## config.mk

```make
export PLATFORM = sky130hd
export DESIGN_NAME = prot_region_check
export DESIGN_NICKNAME = d
export VERILOG_FILES = /design/src/rtl/prot_pkg.sv /design/src/rtl/prot_region_match.sv /design/src/rtl/prot_regfile.sv /design/src/rtl/prot_decide.sv /design/src/rtl/prot_region_check.sv
export SDC_FILE = /design/constraint.sdc
export NUM_CORES = 2
export LEC_CHECK = 0
export ABC_AREA = 1
export CAP_MARGIN = 10
export CELL_PAD_IN_SITES_DETAIL_PLACEMENT = 0
export CELL_PAD_IN_SITES_GLOBAL_PLACEMENT = 1
export CORE_MARGIN = 2
export CORE_UTILIZATION = 48
export CTS_CLUSTER_DIAMETER = 150
export DETAILED_ROUTE_END_ITERATION = 10
export DONT_BUFFER_PORTS = 1
export HOLD_SLACK_MARGIN = 0.12
export PLACE_DENSITY_LB_ADDON = 0.1
export SYNTH_ARGS = -nofsm -noshare
export SYNTH_HDL_FRONTEND = slang
export SYNTH_SLANG_ARGS = --single-unit
```

## constraint.sdc

```tcl
create_clock -name clk -period 5.7 [get_ports clk]
set_input_delay 0.855 -clock clk [delete_from_list [all_inputs] [get_ports clk]]
set_output_delay 0.855 -clock clk [all_outputs]
set_load 0.005 [all_outputs]
```

## src/rtl/prot_pkg.sv

```systemverilog
package prot_pkg;
  localparam int ADDR_W        = 32;
  localparam int BASE_LSB      = 5;
  localparam int ATTR_W        = 24;
  localparam int MIN_SIZE_CODE = 4;

  localparam logic [1:0] SEL_CTRL = 2'd0;
  localparam logic [1:0] SEL_RNUM = 2'd1;
  localparam logic [1:0] SEL_BASE = 2'd2;
  localparam logic [1:0] SEL_ATTR = 2'd3;

  localparam int BASE_VALID_BIT = 4;

  typedef struct packed {
    logic                       buf_en;
    logic                       cache_en;
    logic                       share;
    logic [2:0]                 tex;
    logic                       xn;
    logic [2:0]                 perm;
    logic [7:0]                 srd;
    logic [4:0]                 size;
    logic                       en;
  } attr_t;

  typedef struct packed {
    logic [ADDR_W-1:BASE_LSB]   base;
    attr_t                      attr;
  } region_cfg_t;

  // read/write right for one access class
  function automatic logic perm_grant(input logic [2:0] code,
                                      input logic priv,
                                      input logic wr);
    logic ok;
    case (code)
      3'd1:    ok = priv;
      3'd2:    ok = priv | ~wr;
      3'd3:    ok = 1'b1;
      3'd5:    ok = priv & ~wr;
      3'd6:    ok = ~wr;
      default: ok = 1'b0;
    endcase
    return ok;
  endfunction
endpackage

```

## src/rtl/prot_region_match.sv

```systemverilog
module prot_region_match
  import prot_pkg::*;
(
  input  region_cfg_t       cfg,
  input  logic [ADDR_W-1:0] addr,
  output logic              hit
);
  logic [ADDR_W:0]   span;
  logic [ADDR_W-1:0] keep;
  logic [ADDR_W-1:0] base_full;
  logic [ADDR_W-1:0] shifted;
  logic [2:0]        sub;
  logic              in_range;

  always_comb begin
    span      = (ADDR_W+1)'(1) << ({1'b0, cfg.attr.size} + 6'd1);
    keep      = ~(span[ADDR_W-1:0] - ADDR_W'(1));
    base_full = {cfg.base, {BASE_LSB{1'b0}}};
    shifted   = addr >> (cfg.attr.size - 5'd2);
    sub       = shifted[2:0];
    in_range  = ((addr ^ base_full) & keep) == '0;
    hit       = cfg.attr.en
              && (int'(cfg.attr.size) >= MIN_SIZE_CODE)
              && in_range
              && !cfg.attr.srd[sub];
  end
endmodule

```

## src/rtl/prot_regfile.sv

```systemverilog
module prot_regfile
  import prot_pkg::*;
#(
  parameter int NUM_REGIONS = 16,
  localparam int RIDX_W = (NUM_REGIONS > 1) ? $clog2(NUM_REGIONS) : 1
) (
  input  logic              clk,
  input  logic              rst,
  input  logic              we,
  input  logic [1:0]        sel,
  input  logic [31:0]       wdata,
  output logic              ctrl_en,
  output region_cfg_t       cfg [NUM_REGIONS]
);
  logic [RIDX_W-1:0]          rnum_q;
  logic [ADDR_W-1:BASE_LSB]   base_q [NUM_REGIONS];
  attr_t                      attr_q [NUM_REGIONS];
  logic [RIDX_W-1:0]          base_idx;
  logic                       base_sel_ok;
  logic                       attr_sel_ok;

  always_comb begin
    base_idx    = wdata[BASE_VALID_BIT] ? wdata[RIDX_W-1:0] : rnum_q;
    base_sel_ok = int'(base_idx) < NUM_REGIONS;
    attr_sel_ok = int'(rnum_q) < NUM_REGIONS;
  end

  always_ff @(posedge clk) begin
    if (rst) begin
      ctrl_en <= 1'b0;
      rnum_q  <= '0;
    end else if (we) begin
      if (sel == SEL_CTRL) ctrl_en <= wdata[0];
      if (sel == SEL_RNUM) rnum_q  <= wdata[RIDX_W-1:0];
      if (sel == SEL_BASE && wdata[BASE_VALID_BIT]) rnum_q <= wdata[RIDX_W-1:0];
    end
  end

  // per-region storage, one write port each
  for (genvar g = 0; g < NUM_REGIONS; g++) begin : g_store
    always_ff @(posedge clk) begin
      if (rst) begin
        base_q[g] <= '0;
        attr_q[g] <= '0;
      end else if (we) begin
        if (sel == SEL_BASE && base_sel_ok && base_idx == RIDX_W'(g))
          base_q[g] <= wdata[ADDR_W-1:BASE_LSB];
        if (sel == SEL_ATTR && attr_sel_ok && rnum_q == RIDX_W'(g))
          attr_q[g] <= attr_t'(wdata[ATTR_W-1:0]);
      end
    end
    assign cfg[g] = '{base: base_q[g], attr: attr_q[g]};
  end
endmodule

```

## src/rtl/prot_decide.sv

```systemverilog
module prot_decide
  import prot_pkg::*;
#(
  parameter int NUM_REGIONS = 16,
  localparam int RIDX_W = (NUM_REGIONS > 1) ? $clog2(NUM_REGIONS) : 1
) (
  input  region_cfg_t       cfg [NUM_REGIONS],
  input  logic [NUM_REGIONS-1:0] hits,
  input  logic              ctrl_en,
  input  logic              priv,
  input  logic              wr,
  input  logic              fetch,
  output logic              allow,
  output logic              any_hit,
  output logic [RIDX_W-1:0] win,
  output logic [2:0]        tex,
  output logic              share,
  output logic              cache_en,
  output logic              buf_en
);
  attr_t chosen;
  logic  wr_eff;
  logic  grant;

  always_comb begin
    any_hit = 1'b0;
    win     = '0;
    // ascending scan: the last hit, i.e. the highest number, wins
    for (int i = 0; i < NUM_REGIONS; i++) begin
      if (hits[i]) begin
        any_hit = 1'b1;
        win     = RIDX_W'(i);
      end
    end
    chosen = cfg[win].attr;
    wr_eff = wr & ~fetch;
    grant  = perm_grant(chosen.perm, priv, wr_eff) & ~(fetch & chosen.xn);

    if (!ctrl_en) begin
      allow    = 1'b1;
      any_hit  = 1'b0;
      win      = '0;
      tex      = '0;
      share    = 1'b0;
      cache_en = 1'b0;
      buf_en   = 1'b0;
    end else if (!any_hit) begin
      allow    = 1'b0;
      tex      = '0;
      share    = 1'b0;
      cache_en = 1'b0;
      buf_en   = 1'b0;
    end else begin
      allow    = grant;
      tex      = chosen.tex;
      share    = chosen.share;
      cache_en = chosen.cache_en;
      buf_en   = chosen.buf_en;
    end
  end
endmodule

```

## src/rtl/prot_region_check.sv

```systemverilog
module prot_region_check
  import prot_pkg::*;
#(
  parameter int NUM_REGIONS = 16,
  localparam int RIDX_W = (NUM_REGIONS > 1) ? $clog2(NUM_REGIONS) : 1
) (
  input  logic              clk,
  input  logic              rst,
  input  logic              cfg_we,
  input  logic [1:0]        cfg_sel,
  input  logic [31:0]       cfg_wdata,
  input  logic              acc_valid,
  input  logic [31:0]       acc_addr,
  input  logic              acc_priv,
  input  logic              acc_write,
  input  logic              acc_fetch,
  output logic              rsp_valid,
  output logic              rsp_allow,
  output logic              rsp_hit,
  output logic [RIDX_W-1:0] rsp_region,
  output logic [2:0]        rsp_tex,
  output logic              rsp_shareable,
  output logic              rsp_cacheable,
  output logic              rsp_bufferable
);
  logic                   ctrl_en;
  region_cfg_t            cfg [NUM_REGIONS];
  logic [NUM_REGIONS-1:0] hits;
  logic                   d_allow, d_hit, d_share, d_cache, d_buf;
  logic [RIDX_W-1:0]      d_win;
  logic [2:0]             d_tex;

  prot_regfile #(.NUM_REGIONS(NUM_REGIONS)) u_regs (
    .clk(clk), .rst(rst), .we(cfg_we), .sel(cfg_sel), .wdata(cfg_wdata),
    .ctrl_en(ctrl_en), .cfg(cfg)
  );

  for (genvar g = 0; g < NUM_REGIONS; g++) begin : g_match
    prot_region_match u_match (
      .cfg(cfg[g]), .addr(acc_addr), .hit(hits[g])
    );
  end

  prot_decide #(.NUM_REGIONS(NUM_REGIONS)) u_decide (
    .cfg(cfg), .hits(hits), .ctrl_en(ctrl_en),
    .priv(acc_priv), .wr(acc_write), .fetch(acc_fetch),
    .allow(d_allow), .any_hit(d_hit), .win(d_win), .tex(d_tex),
    .share(d_share), .cache_en(d_cache), .buf_en(d_buf)
  );

  always_ff @(posedge clk) begin
    if (rst) begin
      rsp_valid      <= 1'b0;
      rsp_allow      <= 1'b0;
      rsp_hit        <= 1'b0;
      rsp_region     <= '0;
      rsp_tex        <= '0;
      rsp_shareable  <= 1'b0;
      rsp_cacheable  <= 1'b0;
      rsp_bufferable <= 1'b0;
    end else begin
      rsp_valid      <= acc_valid;
      rsp_allow      <= acc_valid & d_allow;
      rsp_hit        <= acc_valid & d_hit;
      rsp_region     <= acc_valid ? d_win : '0;
      rsp_tex        <= acc_valid ? d_tex : '0;
      rsp_shareable  <= acc_valid & d_share;
      rsp_cacheable  <= acc_valid & d_cache;
      rsp_bufferable <= acc_valid & d_buf;
    end
  end
endmodule

```

# ---- Word-level counts from Yosys, hierarchy flattened
# Memory sizes are Yosys's and may differ from the RTL's.
# Index checks and enable logic that the tools add are counted.
dict set report totals {
  input_bits 73
  memories 2
  ff_bits 18
  output_inout_bits 13
  ram_bits 816
  elab_cells 622
}
# memory depth width read_ports rd_clocked_by_memory_dff write_ports line_no
set memory_table {}
lappend memory_table {u_regs.base_q 16 27 16 0 16 prot_regfile.sv:16} ;# logic [ADDR_W-1:BASE_LSB] base_q [NUM_REGIONS];
lappend memory_table {u_regs.attr_q 16 24 16 0 16 prot_regfile.sv:17} ;# attr_t attr_q [NUM_REGIONS];
dict set report op_classes {
  shifts 32
  mux 241
  add_sub_neg 48
  n_reduce_logical 121
  n_eq_ne 38
  order_cmp 33
  n_bitwise 97
}
# operator count
set op_table {}
lappend op_table {{$and A32 B32 Y32} 16}
lappend op_table {{$logic_not A32 Y1} 16}
lappend op_table {{$not A32 Y32} 16}
lappend op_table {{$shl A1 B6 Y32 const A} 16}
lappend op_table {{$shr A32 B5 Y3} 16}
lappend op_table {{$sub A32 B1 Y32 const B} 16}
lappend op_table {{$xor A32 B32 Y32} 16}
lappend op_table {{$mux W24} 18}
lappend op_table {{$mux W27} 16}
lappend op_table {{$bmux W51 S4} 1}
lappend op_table {{$mux W1} 172}
lappend op_table {{$add A5 B1 Y6 const B} 16}
lappend op_table {{$logic_and A1 B1 Y1} 81}
lappend op_table {{$ge A5 B3 Y1 const B} 16}
lappend op_table {{$sub A5 B2 Y5 const B} 16}
lappend op_table {{$eq A4 B4 Y1 const B} 16}
lappend op_table {{$lt A3 B4 Y1 const B} 16}
lappend op_table {{$bmux W1 S3} 16}
lappend op_table {{$mux W4} 11}
lappend op_table {{$or A1 B1 Y1} 33}
lappend op_table {{$eq A4 B3 Y1 const B} 8}
lappend op_table {{$eq A4 B2 Y1 const B} 4}
lappend op_table {{$logic_not A1 Y1} 16}
lappend op_table {{$mux W3} 4}
lappend op_table {{other kinds (18)} 38}

# ---- Logic depth before layout (Yosys ltp)
# An unclocked memory read counts as a cell.
dict set report depth {
  word_depth 34
  mapped_depth 47
  ltp_nobuf 45
}

# ---- Hierarchy
# From an unflattened synthesis, not the netlist that was laid out.
dict set report unflattened {
  hier_cells 11494
  area_unflattened_um2 75641.3
}
# mod cells_per_inst area_each_um2 seq_area_each_um2 instances
set modules_own_cells {}
lappend modules_own_cells {prot_regfile 1983 29681.0 24603.6 1}
lappend modules_own_cells {{prot_region_match (g_match[1].u_match ...)} 567 2675.1 0.0 9}
lappend modules_own_cells {{prot_region_match (g_match[0].u_match ...)} 562 2807.7 0.0 6}
lappend modules_own_cells {{prot_region_match (g_match[15].u_match)} 576 2782.7 0.0 1}
lappend modules_own_cells {prot_decide 420 1891.8 0.0 1}
lappend modules_own_cells {prot_region_check 40 364.1 260.2 1}

# ---- Least setup slack after synthesis
# OpenSTA, ideal clock, no wires.
dict set report synth_path {
  path_kind {reg2reg}
  start {mem u_regs.attr_q[0][26] (netlist name)}
  end {reg rsp_bufferable}
  synth_period_minus_slack_ns 4.708
  stages_incl_launch_ff 42
  path_buffers 7
  setup_time_ns 0.120
  t_arrival_ns 4.588
  required_ns 5.580
  slack_ns 0.992
  cell_sequence {edfxtp_1 > buf_4 > inv_2 > clkbuf_1 > buf_1 > ha_1 > clkbuf_1 > inv_1 > clkbuf_1 > nand3_1 > nand3_1 > nand3_1 > nand2_1 > nand2_1 > nand3_1 > nand2_1 > nand2_1 > nand3_1 > [6 not listed] > nand2_1 > nand2_1 > nand2_1 > nand2_1 > nand2_1 > nand2_1 > nand2_1 > nand2_1 > nand2_2 > nand2_4 > nand2_4 > inv_2 > buf_2 > buf_2 > nand2_1 > nand3_1 > a221oi_2 > nor2_1}
}
# item line_no
set synth_rtl {}
lappend synth_rtl {{start, declared} prot_regfile.sv:17}
lappend synth_rtl {{end signal, assigned} prot_region_check.sv:69} ;# rsp_bufferable <= acc_valid & d_buf;
lappend synth_rtl {{end, declared} prot_region_check.sv:24} ;# output logic rsp_bufferable

==> reports/qor.yml <==
drive_above_1_share_pct: 8.45
die_area_mm2: 0.148
cp_max_fo: 35
die_height_um: 385
cpMaxStageDelayCell: "edfxtp_1"
fin_area_mm2: 0.0771
grt_pass1_vias: 67759
synth_area_mm2: 0.0698
fin_skew_ps: 76.0
gp_congestion: 0.986
layout.nets: 10468
r2r-end: "rsp_allow"
status: "completed"
clkTransAtPathRegs_ps: 60
fin_hold_ws_ps: 235
grtUsageMet1_pct: 55.1
fin_crit_sh_pct: 96.4
startpoint_type: "flop"
hold_end: "rsp_valid"
max_slew.worst_pin.slew_ps: 1320
cpMostUsedCell: "nand2_1"
crit_type: "flop to flop"
clkPwrFrac_pct: 38.4
netlist_instances: 10342
drcViolationCount: 0
vias: 74666
met2_usage_pct: 63.1
avgSynthCellArea_um2: 6.75
detail_route.iter0.violations: 10750
min_path_type: "input pin to flop"
timing.critical_path.buf_inv: 7
synth-main-ff-cell: "edfxtp_1"
critPathRequiredTime_ps: 6410
irDropWorstVdd_v: 0.000265
grt_usage_pct: 41.6
worstSkewPairLatency_ps: 780
ys_ff_latch: 834
synth_common_cells: "nand2_1, nor2_1, nand3_1"
antenna_found_initial: 11
comb_power_share_pct: 22.1
setup_viol: 0
avgViaCountPerCell: 6.06
ff2ff_path_depth: 43
cts_tree: "done"
tns_ps: 0
grt_first_pass_wirelength_um: 454000
drtPass1Iterations: 7
drv_slew: 0
port_buffers: 0
hold_violations: 0
syn_nets: 10487
place_hpwl_um: 200000
floorplan.initialDensity_pct: 48.4
synth.area.top_cells: "edfxtp_1, nand2_1, nor2_1"
timing.rr.start: "u_regs.attr_q[0][74]"
overflow: 0
grtUsageMet3_pct: 9.37
setup_ws_ps: 206
clock_path_buffers: 3
maxSlewHeadroom_pct: 11.9
cts_buffers: 98
top_usage_layer: "met2"
p_int_uw: 12100
yosysSeqAreaShare_pct: 35.6
synth_top_area_share_pct: 35.1
p_per_area_mw_per_mm2: 231
htreeDepth: 3
grt_max_degree: 51
drv_cap: 0
period_needed_ps: 5490
p_switching_uw: 5760
async_reset_ff_share_pct: 0
hold_depth: 1
switching_share_pct: 32.3
yosysMostFrequentCell: "nand2_1"
place_area_mm2: 0.0730
synth-warning-count: 0
power.leakage_uw: 0.0356
avgRoutedWirePerCell_um: 25.8
crit_family: "simple AND/OR/NAND/NOR gates"
synth_largest_area_cell: "edfxtp_1"
die_x_um: 385
cts_root_buffer: "clkbuf_16"
drt_wl_total_um: 318000
rsz0062_at_grt: "yes"
cts.sinks: 834
area_delta_synth_final_pct: 10.6
synth-edff-count: 816
ios: 86
critical_path.endpoint_type: "flop"
place_ws_ps: -122
utilization_pct: 53.6
seqPwrFrac_pct: 39.5
core-area_mm2: 0.144
postRouteAntennaNets: 0
worst_ep_arrival_time_ps: 6200
min_from: "rst"
num_rows: 139
fmax_mhz: 182
slowest_delay_ps: 440
rrSetupSlack_ps: 210
synth_cell_types: 70
[cell type report]
class	instances	area, um^2
Fill cell	14343	66900
Inverter	945	3580
Tap cell	1903	2380
Clock buffer	112	2530
Sequential cell	834	24900
Clock inverter	71	913
Timing Repair Buffer	425	3390
Multi-Input combinational cell	8019	39400
Antenna cell	10	25.0
[how the worst max path moves through the flow]
| stage | from | to | slack, ps | depth (start not counted) |
|---|---|---|---|---|
| after floorplan | u_regs.attr_q[0][26] | rsp_bufferable | 990 | 41 |
| after global placement | u_regs.attr_q[0][26] | rsp_allow | -150 | 43 |
| after detailed placement | u_regs.attr_q[0][26] | rsp_tex[2] | -120 | 39 |
| after CTS | u_regs.attr_q[0][122] | rsp_tex[2] | 40 | 39 |
| after global routing | u_regs.attr_q[0][145] | rsp_allow | -50 | 46 |
| final | u_regs.attr_q[0][74] | rsp_allow | 210 | 43 |
[state kept, by name, indices dropped and copies added (netlist names)]
name            flops
rsp_allow           1
rsp_cacheable       1
u_regs.rnum_q       4
rsp_tex             3
u_regs.attr_q     384
u_regs.base_q     432
rsp_hit             1
rsp_shareable       1
rsp_valid           1
rsp_bufferable      1
u_regs.ctrl_en      1
rsp_region          4
[power groups by stage]
stage	Clock (uW)	Sequential (uW)	Combinational, uW
2_1_floorplan	0	7150	2680
3_3_place_gp	0	7170	3740
3_5_place_dp	0	7180	3760
4_1_cts	6870	7050	3780
5_1_grt	7080	7070	4300
6_report	6850	7050	3950
[cell families after synthesis]
family,count (synthesis),share of synthesized area [%]
flops,834,35.6
buf+inv,1489,8.41
xor+xnor,487,6.31
fa+ha+maj,72,1.29
compound gates,1442,12.1
simple gates,6014,36.2
mux,4,0.0574
[through the flow]
stage / total power (uW) / cells
finish: 17900 / 12319
global route: 18400 / 12309
detailed placement: 10900 / 12099
floorplan: 9830 / 10342
global placement: 10900 / 12099
CTS: 17700 / 12283
[repair_timing]
action,4_1_cts,5_1_grt
hold buffers,1,0
buffers inserted,0,25
pin swaps,0,12
hold endpoints to repair,1,0
setup endpoints to repair,7,7
gates resized for setup,3,122
[metal layers]
layer	wire length, um	part of all wire, %
met3	37100	12
met1	125000	39
met2	136000	43
met5	72	0.023
met4	20300	6.4
[placed cells by master (no fill, tap or decap), types with 55 or more instances in the layout]
master | netlist | routed
nand2_1 | 2332 | 2319
nor2_1 | 2152 | 2108
nand3_1 | 1013 | 1007
inv_1 | 883 | 855
edfxtp_1 | 816 | 816
o21ai_0 | 641 | 622
xor2_1 | 401 | 401
buf_4 | 28 | 401
a21oi_1 | 278 | 276
nor3_1 | 169 | 163
nand4_1 | 138 | 138
o22ai_1 | 133 | 131
o211ai_1 | 114 | 114
clkbuf_16 | 0 | 98
ha_1 | 72 | 68
xnor2_1 | 68 | 64
nor2_2 | 26 | 58
inv_2 | 35 | 56
nand3b_1 | 55 | 55
No activity file was read; power rests on OpenSTA's default activity.
